--- config.mk ---
export PLATFORM = sky130hd
export DESIGN_NAME = psum_sign_irq
export DESIGN_NICKNAME = d
export VERILOG_FILES = /design/src/rtl/psum_sign_pkg.sv /design/src/rtl/psum_chan_track.sv /design/src/rtl/psum_flag_regs.sv /design/src/rtl/psum_sign_irq.sv
export SDC_FILE = /design/constraint.sdc
export NUM_CORES = 1
export LEC_CHECK = 0
export ABC_AREA = 1
export BUFFER_PORTS_ARGS = -buffer_cell sky130_fd_sc_hd__buf_4
export CAP_MARGIN = 20
export CORE_MARGIN = 8
export CORE_UTILIZATION = 38
export CTS_BUF_LIST = sky130_fd_sc_hd__clkbuf_4
export CTS_CLUSTER_DIAMETER = 100
export CTS_CLUSTER_SIZE = 24
export DETAILED_ROUTE_END_ITERATION = 6
export HOLD_SLACK_MARGIN = 0.1
export MAX_ROUTING_LAYER = met4
export SLEW_MARGIN = 20
export SYNTH_ARGS = -nofsm -noshare
export SYNTH_HDL_FRONTEND = slang
export SYNTH_HIERARCHICAL = 1
export SYNTH_SLANG_ARGS = --single-unit
--- constraint.sdc ---
create_clock -name clk -period 2.38 [get_ports clk]
set_input_delay 0.238 -clock clk [delete_from_list [all_inputs] [get_ports clk]]
set_output_delay 0.238 -clock clk [all_outputs]
set_load 0.03 [all_outputs]
--- src/rtl/psum_sign_pkg.sv ---
package psum_sign_pkg;
   localparam int unsigned REG_ADDR_W = 2;

   typedef enum logic [REG_ADDR_W-1:0] {
      REG_FLAG = 2'd0,
      REG_ENAB = 2'd1,
      REG_SIGN = 2'd2,
      REG_NONE = 2'd3
   } reg_sel_e;
endpackage

--- src/rtl/psum_chan_track.sv ---
module psum_chan_track (
   input  logic clk,
   input  logic rst_n,
   input  logic thr_evt,
   input  logic sum_neg,
   input  logic pulse_in,
   output logic fire,
   output logic fire_sign,
   output logic pend,
   output logic pulse_q
);
   logic last_sign_q;
   logic pend_sign_q;
   logic det;
   logic fall;

   // a change is a strobed sign differing from the stored one
   assign det  = thr_evt && (sum_neg != last_sign_q);
   assign fall = pulse_q && !pulse_in;
   assign fire = fall && pend;
   assign fire_sign = pend_sign_q;

   always_ff @(posedge clk or negedge rst_n) begin
      if (!rst_n) begin
         last_sign_q <= 1'b0;
         pend_sign_q <= 1'b0;
         pend        <= 1'b0;
         pulse_q     <= 1'b0;
      end else begin
         pulse_q <= pulse_in;
         if (thr_evt) last_sign_q <= sum_neg;
         if (det)     pend_sign_q <= sum_neg;
         // new detection merges with or re-arms the pending slot
         pend <= det | (pend & ~fall);
      end
   end
endmodule

--- src/rtl/psum_flag_regs.sv ---
module psum_flag_regs
   import psum_sign_pkg::*;
#(
   parameter int unsigned N_CH = 3
) (
   input  logic                  clk,
   input  logic                  rst_n,
   input  logic [N_CH-1:0]       fire,
   input  logic [N_CH-1:0]       fire_sign,
   input  logic                  wr_en,
   input  logic [REG_ADDR_W-1:0] wr_addr,
   input  logic [N_CH-1:0]       wr_data,
   input  logic [REG_ADDR_W-1:0] rd_addr,
   output logic [N_CH-1:0]       rd_data,
   output logic [N_CH-1:0]       flag_q,
   output logic [N_CH-1:0]       enab_q,
   output logic [N_CH-1:0]       sign_q,
   output logic                  irq_n
);
   logic [N_CH-1:0] clr;
   logic            enab_we;

   assign clr     = (wr_en && wr_addr == REG_FLAG) ? wr_data : '0;
   assign enab_we = wr_en && (wr_addr == REG_ENAB);

   for (genvar i = 0; i < N_CH; i++) begin : g_bit
      always_ff @(posedge clk or negedge rst_n) begin
         if (!rst_n) begin
            flag_q[i] <= 1'b0;
            sign_q[i] <= 1'b0;
         end else begin
            // set has priority over write-one-to-clear
            if (fire[i])     flag_q[i] <= 1'b1;
            else if (clr[i]) flag_q[i] <= 1'b0;
            if (fire[i])     sign_q[i] <= fire_sign[i];
         end
      end
   end

   always_ff @(posedge clk or negedge rst_n) begin
      if (!rst_n)       enab_q <= '0;
      else if (enab_we) enab_q <= wr_data;
   end

   always_comb begin
      unique case (rd_addr)
         REG_FLAG: rd_data = flag_q;
         REG_ENAB: rd_data = enab_q;
         REG_SIGN: rd_data = sign_q;
         default:  rd_data = '0;
      endcase
   end

   assign irq_n = ~|(flag_q & enab_q);
endmodule

--- src/rtl/psum_sign_irq.sv ---
module psum_sign_irq
   import psum_sign_pkg::*;
#(
   parameter int unsigned N_CH = 3
) (
   input  logic                  clk,
   input  logic                  rst_n,
   input  logic [N_CH-1:0]       thr_evt,
   input  logic [N_CH-1:0]       sum_neg,
   input  logic [N_CH-1:0]       pulse_in,
   input  logic                  wr_en,
   input  logic [REG_ADDR_W-1:0] wr_addr,
   input  logic [N_CH-1:0]       wr_data,
   input  logic [REG_ADDR_W-1:0] rd_addr,
   output logic [N_CH-1:0]       rd_data,
   output logic                  irq_n
);
   if (N_CH < 1 || N_CH > 32) begin : g_bad_nch
      $error("psum_sign_irq: N_CH must be within 1..32");
   end

   logic [N_CH-1:0] fire;
   logic [N_CH-1:0] fire_sign;
   logic [N_CH-1:0] pend_q;
   logic [N_CH-1:0] pulse_q;
   logic [N_CH-1:0] flag_q;
   logic [N_CH-1:0] enab_q;
   logic [N_CH-1:0] sign_q;

   for (genvar c = 0; c < N_CH; c++) begin : g_ch
      psum_chan_track u_trk (
         .clk       (clk),
         .rst_n     (rst_n),
         .thr_evt   (thr_evt[c]),
         .sum_neg   (sum_neg[c]),
         .pulse_in  (pulse_in[c]),
         .fire      (fire[c]),
         .fire_sign (fire_sign[c]),
         .pend      (pend_q[c]),
         .pulse_q   (pulse_q[c])
      );
   end

   psum_flag_regs #(.N_CH(N_CH)) u_regs (
      .clk       (clk),
      .rst_n     (rst_n),
      .fire      (fire),
      .fire_sign (fire_sign),
      .wr_en     (wr_en),
      .wr_addr   (wr_addr),
      .wr_data   (wr_data),
      .rd_addr   (rd_addr),
      .rd_data   (rd_data),
      .flag_q    (flag_q),
      .enab_q    (enab_q),
      .sign_q    (sign_q),
      .irq_n     (irq_n)
   );
endmodule

== Yosys cells after proc, flatten, opt, wreduce, memory -nomap -nowiden ==
Index checks and enable logic that the tools add are counted.

* Register bits after elaboration: 21
* Bits of input ports: 19
* Output and inout port bits: 4
* Logic and storage cells: 64

* Eq/ne operators: 6
* Multiplexer cells: 8
* Bitwise operators: 10
* Reductions and logical operators: 21

{| class="wikitable"
|+ Operators by type and width
! cell !! count
|-
| $logic_and A1 B1 Y1 || 11
|-
| $pmux W3 S3 || 1
|-
| $mux W1 || 6
|-
| $reduce_bool A2 Y1 || 3
|-
| $eq A2 B1 Y1 const B || 2
|-
| $logic_not A1 Y1 || 4
|-
| $logic_not A2 Y1 || 2
|-
| $and A1 B1 Y1 || 3
|-
| $and A3 B3 Y3 || 1
|-
| $mux W3 || 1
|-
| $ne A1 B1 Y1 || 3
|-
| $not A1 Y1 || 3
|-
| $or A1 B1 Y1 || 3
|-
| $reduce_or A3 Y1 || 1
|-
| $eq A2 B2 Y1 const B || 1
|}

== Longest topological paths before layout ==
Gate-level depths: netlist (run 1).

* Depth in word-level cells: 5
* Depth in mapped cells: 5
* Mapped depth without buffers: 5

== By module ==
The synthesis (run 1) kept the hierarchy.

{| class="wikitable"
|+ Modules (own cells, without submodules)
! module !! times used !! cells an instance !! area each (µm²) !! seq. area each (µm²)
|-
| psum_chan_track || 3 || 18 || 166.4 || 100.1
|-
| psum_flag_regs || 1 || 61 || 446.7 || 225.2
|}

== Worst setup path after synthesis (run 1) ==
Ideal clock, no wire load.

* Kind: reg-to-output
* From: register u_regs.flag_q[1]
* To: output irq_n
* Arrival time: 0.955 ns
* Data required time: 2.142 ns
* Path slack: 1.187 ns
* Stages on the path, launching flop included: 4
* Buffers on the path: 0
* Path through: dfrtp_1 nand2_1 nand2_1 a21oi_1

* Cells in the longest elaborated chain, start to end: 3

{| class="wikitable"
|+ Ends and longest elaborated chain
! item !! RTL line !! RTL
|-
| from (decl) || psum_flag_regs.sv:15 || <nowiki>output logic [N_CH-1:0] flag_q,</nowiki>
|-
| from (signal, indexed assignment) || psum_flag_regs.sv:29 || <nowiki>flag_q[i] <= 1'b0;</nowiki>
|-
| from (signal, indexed assignment) || psum_flag_regs.sv:33 || <nowiki>if (fire[i]) flag_q[i] <= 1'b1;</nowiki>
|-
| from (signal, indexed assignment) || psum_flag_regs.sv:34 || <nowiki>else if (clr[i]) flag_q[i] <= 1'b0;</nowiki>
|-
| $and A3 B3 Y3 || psum_flag_regs.sv:54 || <nowiki>assign irq_n = ~|(flag_q & enab_q);</nowiki>
|-
| $reduce_or A3 Y1 || psum_flag_regs.sv:54 ||
|-
| $logic_not A1 Y1 || psum_flag_regs.sv:54 ||
|-
| to (decl) || psum_sign_irq.sv:16 || <nowiki>output logic irq_n</nowiki>
|}

No other way between the ends.

== Worst setup path in the final report (run 1) ==
Ends and elaborated chain as after synthesis.

==> results.toml, run 1 <==
[synthesis]
synth_fp_nets = 134
yosysWarningCount = 6
post_synth_inst_count = 115
ys_ff_latch = 21
ys_types = 10
syn_avg_cell_area_sq_um = 8.23
yosysSeqAreaShare = 0.556
syn_area_sq_um = 946

[critical_path]
critPathMaxStageDelay_ps = 410
critPathSlowestCell = "dfrtp_1"
critPathBufInv = 1
setup.worst_path.start_class = "flip-flop"
reg2reg_depth = 5
crit_path_frequent_cell = "nand2_1"
crit_path_end_kind = "output port"
path_cells = "nand2_1 -> nand2_1 -> a21oi_1 -> buf_4"
critPathRequiredTime_ps = 2140
cp.depth = 4
crit_type = "reg -> out"
crit_arrival_ps = 1130
worst-path-max-fanout = 3
crit_family = "flip-flops"

[global_route]
antenna_found_initial = 0
first_global_vias = 780
grt-ovfl-total = 0
grt_max_degree = 22
track_usage = 0.0942
grt_first_pass_wirelength_um = 3190

[sta]
rsz0062_at_grt = "no"
layout_min_cycle_time_ps = 1370
whs_ps = 158
finalSetupViolCount = 0
skew_ps = 0.973
finalCritPeriodShare = 0.574
timing.final.ws_setup_ps = 1010
clock.fmax_mhz = 732
finalMaxSlewViolations = 0
tightest_slew_ps = 269
slew_headroom = 0.820
setup_tns_ps = 0
hold_viol = 0

[placed_design]
gp_congestion = 0.807
port_buffers = 22
pre_cts_slack_ps = 1280
hpwl_um = 1490

[power]
cellLeakagePower_nw = 0.655
peakVddDrop_v = 0.000355
combPwrFrac = 0.232
p_sw_frac = 0.294
p_int_w = 0.000568
seq_power_share = 0.551
p_per_area_nw_per_um2 = 660
power_switching_w = 0.000236
pwr-share-clk = 0.217
power_w = 0.000804

[cells_and_area]
fin_nets = 165
regArea_sq_um = 526
syn2layout_area_growth_pct = 28.8
n_antenna_cell = 0
nFillCells = 229
drive_gt1_frac = 0.207
multi_input_area_sq_um = 353
postLayoutCoreUtil = 0.506

[clock_network]
cts_max_level = 1
cts_tree = "done"
clock-root-buffer = "clkbuf_4"
post-cts-setup-buffer-count = 0
ctsResizeCount = 0
holdBufCountCts = 4
cts_buffer_depth = 2
clkSinkCount = 21
clock_latency_ps = 290
numCtsBuffers = 3
clk_pin_slew_worst_paths_ps = 110

[route]
avgRoutedWirePerCell_um = 10.6
routed_wirelength_um = 1850
antenna_left = 0
drt_iter0_markers = 47
drtPass1Iterations = 4
drc_errors = 0
viasPerCell = 4.57
vias = 800

[min_path]
holdCritPathClass = "in -> reg"
worstHoldPathCells = 2

[outcome]
status = "completed"

[die]
dieHeight_um = 65.9
die_w_um = 65.9
dieArea_sq_um = 4340
initial_utilization = 0.393
core_area_sq_um = 2410
pin_count = 23
rows = 18

[job]
max_cap_viol_count = 0
==> registers in the layout, summed over array words and instances (netlist names) <==
signal and count:
g_ch.u_trk/fire_sign 3, g_ch.u_trk/last_sign_q 3, g_ch.u_trk/pend 3, g_ch.u_trk/pulse_q 3, u_regs/enab_q 3, u_regs/flag_q 3, u_regs/sign_q 3
==> synthesized netlist by cell type <==
cell type  number  share of area
nand2_1        42           0.17
dfrtp_1        21           0.56
inv_1          18          0.071
nand3_1        15          0.079
o21ai_0         6          0.032
nand3_2         4          0.042
nor3b_1         3          0.024
o21ai_1         3          0.016
nor2_1          2         0.0079
a21oi_1         1         0.0053
==> power by group through the flow <==
stage                     sequential (W)  combinational [W]  clock (W)
final                           0.000443           0.000187   0.000174
after global routing            0.000450           0.000212   0.000204
after CTS                       0.000443           0.000190   0.000185
after detailed placement        0.000450           0.000185          0
after global placement          0.000450           0.000180          0
after floorplan                 0.000440           0.000110          0
==> worst register-to-register path: cells and delay by family, from the launching register on <==
family                 cells  cell delay [ps]
flip-flops                 1              350
buffers and inverters      2              140
AND/OR/NAND/NOR            3              370
==> metrics by stage <==
step | std cells | area [sq um]
floorplan | 115 | 946
global placement | 167 | 1150
detailed placement | 167 | 1150
CTS | 175 | 1220
global route | 175 | 1220
finish | 175 | 1220
==> cell usage in the layout (no fill, tap or decap), drive strengths merged <==
master / netlist / layout
a21oi: 1 / 1
nand3: 19 / 19
o21ai: 9 / 9
clkbuf: 0 / 4
nor2: 2 / 2
inv: 18 / 18
dlygate4sd3: 0 / 4
buf: 0 / 22
nand2: 42 / 42
dfrtp: 21 / 21
nor3b: 3 / 3
==> metal layers <==
layer	vias to the layer above	global-route usage	share of wire	routed length (um)
li1	427	-	-	-
met1	352	0.106	0.47	862
met2	21	0.151	0.45	834
met3	0	0.0390	0.082	152
met4	0	0.0245	0	0
met5	-	-	0	0
==> cell type report <==
class / instances / share of cell area
repair buffers: 26 / 0.168
multi-input cells: 76 / 0.290
flip-flops and latches: 21 / 0.431
clock buffers: 4 / 0.0246
inverters: 18 / 0.0554
well taps: 30 / 0.0308
==> kinds of logic (layout without fill, tap and decap cells) <==
logic type	after synthesis	after routing	share of synthesized area
flip-flops	21	21	0.556
buffers and inverters	18	48	0.0714
AND/OR/NAND/NOR	66	66	0.320
AO/OA/AOI/OAI	10	10	0.0529
==> final timing paths <==
path                                                     start                                     to  slack, ps
max                               u_regs/flag_q[1]$_DFFE_PN0P_                                  irq_n       1010
min                                                 thr_evt[1]  g_ch[1].u_trk/last_sign_q$_DFFE_PN0P_        160
max reg2reg                    g_ch[2].u_trk/pulse_q$_DFF_PN0_           u_regs/sign_q[2]$_DFFE_PN0P_       1430
min reg2reg                g_ch[2].u_trk/fire_sign$_DFFE_PN0P_    g_ch[2].u_trk/fire_sign$_DFFE_PN0P_        480
max in group asynchronous                                rst_n           u_regs/flag_q[0]$_DFFE_PN0P_       1820
min in group asynchronous                                rst_n           u_regs/enab_q[2]$_DFFE_PN0P_        350
Power figures use the tool's default switching activity.
==> run 2, diff against run 1 <==
- ABC_AREA: 1 -> 0
- clock period: 2.38 -> 1.22 ns (I/O delays scaled with it)
==> results.toml, run 2 <==
[cells_and_area]
drive_gt1_frac = 0.333
n_antenna_cell = 0
final_common_cell = "buf_4"
syn2layout_area_growth_pct = 43.1
fin_area_sq_um = 1340
fin_nets = 137
layout_common_cells = "buf_4 (26), dfrtp_1 (21), dlygate4sd3_1 (13)"

[sta]
skew_ps = 6.78
finalSetupViolCount = 3
whs_ps = 147
slew_headroom = 0.771
finalCritPeriodShare = 1.17
clock.fmax_mhz = 701
hold_viol = 0
tightest_slew_ps = 343
timing.final.ws_setup_ps = -207
layout_min_cycle_time_ps = 1430
rsz0062_at_grt = "yes"
finalMaxSlewViolations = 0

[global_route]
first_global_vias = 775
grt_max_degree = 22
track_usage = 0.103
grt-ovfl-total = 0
antenna_found_initial = 0
grt_first_pass_wirelength_um = 3370

[die]
core_area_sq_um = 2410
rows = 18
initial_utilization = 0.389
dieArea_sq_um = 4320
die_w_um = 65.7
dieHeight_um = 65.7
pin_count = 23

[route]
drt_iter0_markers = 28
avgRoutedWirePerCell_um = 12.7
routed_wirelength_um = 1870
viasPerCell = 4.74
drtPass1Iterations = 4
vias = 697
antenna_left = 0
drc_errors = 0

[placed_design]
hpwl_um = 1370
port_buffers = 22
place_area_sq_um = 1140
gp_congestion = 0.708

[outcome]
violations = "negative setup slack"
status = "finished with violations"

[critical_path]
worst-path-max-fanout = 2
r2r_slack_ps = 120
crit_path_end_kind = "output port"
crit_arrival_ps = 1300
reg2reg_to = "u_regs/sign_q[2]$_DFFE_PN0P_"
r2r-start = "g_ch[2].u_trk/pulse_q$_DFF_PN0_"
setup.worst_path.start_class = "flip-flop"
reg2reg_depth = 3
crit_type = "reg -> out"
critPathRequiredTime_ps = 1100

[synthesis]
ys_ff_latch = 21
syn_avg_cell_area_sq_um = 12.9
synth.top_cells.by_count = "dfrtp_1 (21), inv_1 (6), nand2b_1 (6), nor2_1 (6), o2bb2ai_1 (6)"
post_synth_inst_count = 73
synthFlopType = "dfrtp_1"
async_reset_ff_frac = 1.00
yosysWarningCount = 6
synth_fp_nets = 92
ys_types = 17
synth_area_leaders = "dfrtp_1 (56%), o2bb2ai_1 (5.6%), mux2_4 (4.8%)"
synth_edf_count = 0
synth_top_area_frac = 0.560
yosysTopAreaCell = "dfrtp_1"
syn_area_sq_um = 938
yosysSeqAreaShare = 0.560
yosysMostFrequentCell = "dfrtp_1"

[min_path]
holdCritStartpoint = "wr_addr[1]"
worstHoldPathCells = 3
holdCritPathClass = "in -> reg"
min_to = "u_regs/flag_q[0]$_DFFE_PN0P_"

[power]
p_per_area_nw_per_um2 = 1330
cellLeakagePower_nw = 0.623
peakVddDrop_v = 0.000696

[clock_network]
clock_latency_ps = 290
cts_max_level = 1
numCtsBuffers = 3
cts_tree = "done"
cts_buffer_depth = 2
clk_pin_slew_worst_paths_ps = 110
clock-root-buffer = "clkbuf_4"
clkSinkCount = 21

[job]
max_cap_viol_count = 0
-- run 2: cell types whose count changed after synthesis, moves of 4 or more --
cell / delta
nor2_1: +4
o21ai_0: -6
inv_1: -12
nand3_1: -15
nand3_2: -4
nand2b_1: +6
o2bb2ai_1: +6
nand2_1: -42
-- run 2: cells by family (layout without fill, tap and decap cells) --
group,Yosys count,in the layout,share of synthesized area
xor gates and xnor gates,3,3,0.0280
and+or+nand+nor,15,15,0.105
muxes,12,12,0.152
AOI/OAI and AO/OA,16,16,0.131
buffers and inverters,6,50,0.0240
DFF,21,21,0.560
-- run 2: worst max-delay path: stages (launching register included) --
cell	delay, ps
dfrtp_1	390
a222oi_1	390
buf_4	240
-- run 2: repair_timing --
action | CTS | global route
setup buffers | 3 | 2
endpoints found under the setup margin | 4 | 4
resized for setup | 1 | 0
hold buffers | 13 | 0
endpoints found under the hold margin | 37 | 0
pin swaps | 3 | 2
-- run 2: report_power, final --
group	switching, W	internal, W
clock	0.000189	0.000149
combinational	0.000231	0.000302
sequential	0.0000907	0.000825
total	0.000511	0.00128
-- run 2: worst max path at each step --
stage | from | to | slack [ps] | cells after the start
floorplan | u_regs/flag_q[2]$_DFFE_PN0P_ | irq_n | -170 | 1
global placement | pulse_in[2] | u_regs/sign_q[2]$_DFFE_PN0P_ | 170 | 4
CTS | u_regs/enab_q[2]$_DFFE_PN0P_ | irq_n | -200 | 2
global route | u_regs/flag_q[2]$_DFFE_PN0P_ | irq_n | -270 | 2
detailed placement | u_regs/flag_q[2]$_DFFE_PN0P_ | irq_n | 130 | 2
finish | u_regs/flag_q[2]$_DFFE_PN0P_ | irq_n | -210 | 2
-- run 2: layout make-up --
type                            count  area (sq um)
Timing Repair Buffer               40           337
Multi-Input combinational cell     46           390
Inverter                            6          22.5
Tap cell                           30          37.5
Sequential cell                    21           526
Fill cell                         206          1070
Clock buffer                        4          30.0
-- run 2: metal layers --
| metal | share of wire | GRT usage |
|---|---|---|
| met3 | 0.058 | 0.0357 |
| met2 | 0.48 | 0.162 |
| met1 | 0.45 | 0.114 |
| met5 | 0 | - |
| met4 | 0.0069 | 0.0490 |
-- run 2: metrics by stage --
stage	util	std cells	worst slack, ps	total power [W]	setup TNS, ps
floorplan	-	73	-174	0.00118	-174
global placement	0.474	125	166	0.00135	0
detailed placement	0.474	125	130	0.00137	0
CTS	0.551	145	-204	0.00179	-361
global route	0.557	147	-271	0.00191	-738
finish	0.557	147	-207	0.00179	-428
==> run 3, diff against run 2 <==
- MAX_ROUTING_LAYER: met4 -> default
- SKIP_CTS_REPAIR_TIMING: default -> 1
- SLEW_MARGIN: 20 -> default
==> results.toml, run 3 (synthesis results as in run 2) <==
[route]
avgRoutedWirePerCell_um = 12.1
vias = 689
drtPass1Iterations = 4
drt_iter0_markers = 21
routed_wirelength_um = 1770
antenna_left = 0
drc_errors = 0
viasPerCell = 4.72

[placed_design]
gp_congestion = 0.700
hpwl_um = 1370
port_buffers = 22
pre_cts_slack_ps = 130

[cells_and_area]
n_antenna_cell = 0
layout_common_cells = "buf_4 (25), dfrtp_1 (21), dlygate4sd3_1 (13)"
drive_gt1_frac = 0.328
syn2layout_area_growth_pct = 42.3
fin_nets = 136
postLayoutCoreUtil = 0.554
final_common_cell = "buf_4"
nFillCells = 203

[die]
dieHeight_um = 65.7
rows = 18
initial_utilization = 0.389
pin_count = 23
dieArea_sq_um = 4320
core_area_sq_um = 2410
die_w_um = 65.7

[power]
p_int_w = 0.00127
p_sw_frac = 0.283
pwr-share-clk = 0.192
power_switching_w = 0.000500
combPwrFrac = 0.290
cellLeakagePower_nw = 0.618
seq_power_share = 0.518
power_w = 0.00177
peakVddDrop_v = 0.000662
p_per_area_nw_per_um2 = 1320

[critical_path]
worst-path-max-fanout = 3
setup.worst_path.start_class = "flip-flop"
crit_arrival_ps = 1320
crit_type = "reg -> out"
crit_path_end_kind = "output port"
critPathRequiredTime_ps = 1100

[clock_network]
numCtsBuffers = 3
clock-root-buffer = "clkbuf_4"
clk_pin_slew_worst_paths_ps = 110
clkSinkCount = 21
cts_tree = "done"
cts_max_level = 1
cts_buffer_depth = 2
clock_latency_ps = 290

[global_route]
grt_max_degree = 22
first_global_vias = 705
grt-ovfl-total = 0
track_usage = 0.0910
grt_first_pass_wirelength_um = 3080
antenna_found_initial = 0

[job]
max_cap_viol_count = 0

[outcome]
status = "finished with violations"
violations = "negative setup slack"

[sta]
finalMaxSlewViolations = 0
hold_viol = 0
layout_min_cycle_time_ps = 1450
slew_headroom = 0.778
finalSetupViolCount = 3
clock.fmax_mhz = 692
tightest_slew_ps = 333
skew_ps = 7.03
whs_ps = 147
rsz0062_at_grt = "yes"
finalCritPeriodShare = 1.19
timing.final.ws_setup_ps = -226

[min_path]
holdCritPathClass = "in -> reg"
-- run 3: cell types whose count changed in the layout (fill, tap and decap cells not counted) --
cell,delta
buf_4,-1
-- run 3: metal layers --
metal	vias up	part of all wire	wire [um]	global-route usage
met5	-	0	0	0
met1	325	0.47	827	0.105
met4	0	0.0073	13	0.0490
li1	349	-	-	-
met3	2	0.056	100	0.0425
met2	13	0.47	828	0.136
-- run 3: final cells by class --
cell class,count,area [sq um],share of cell area
Timing Repair Buffer,39,329,0.246
Sequential cell,21,526,0.394
Clock buffer,4,30.0,0.0225
Tap cell,30,37.5,0.0281
Multi-Input combinational cell,46,390,0.292
Inverter,6,22.5,0.0169
-- run 3: per-stage QoR --
stage | setup TNS [ps] | area, sq um | cells
after floorplan | -174 | 938 | 73
after global placement | 0 | 1140 | 125
after detailed placement | 0 | 1140 | 125
after CTS | -320 | 1170 | 129
after global routing | -665 | 1340 | 146
final | -362 | 1340 | 146
-- run 3: path summary, 6_finish.rpt --
kind | startpoint | to | slack, ps | depth (start not counted)
worst max-delay path | u_regs/enab_q[2]$_DFFE_PN0P_ | irq_n | -230 | 2
min in group asynchronous | rst_n | u_regs/enab_q[0]$_DFFE_PN0P_ | 230 | 2
worst min-delay path | wr_addr[1] | u_regs/flag_q[0]$_DFFE_PN0P_ | 150 | 3
worst max register to register | g_ch[1].u_trk/pulse_q$_DFF_PN0_ | u_regs/sign_q[1]$_DFFE_PN0P_ | 160 | 3
worst min register to register | g_ch[0].u_trk/last_sign_q$_DFFE_PN0P_ | g_ch[0].u_trk/fire_sign$_DFFE_PN0P_ | 490 | 1
max in group asynchronous | rst_n | u_regs/flag_q[2]$_DFFE_PN0P_ | 780 | 2
-- run 3: power by group through the flow --
stage	Clock [W]	Combinational [W]	Sequential (W)
6_report	0.000339	0.000512	0.000916
3_3_place_gp	0	0.000423	0.000929
3_5_place_dp	0	0.000436	0.000934
2_1_floorplan	0	0.000281	0.000900
4_1_cts	0.000363	0.000437	0.000919
5_1_grt	0.000393	0.000564	0.000933
-- run 3: critical path, stage by stage, from the launching register on --
cell and delay, ps:
dfrtp_1 410, a222oi_1 390, buf_4 230
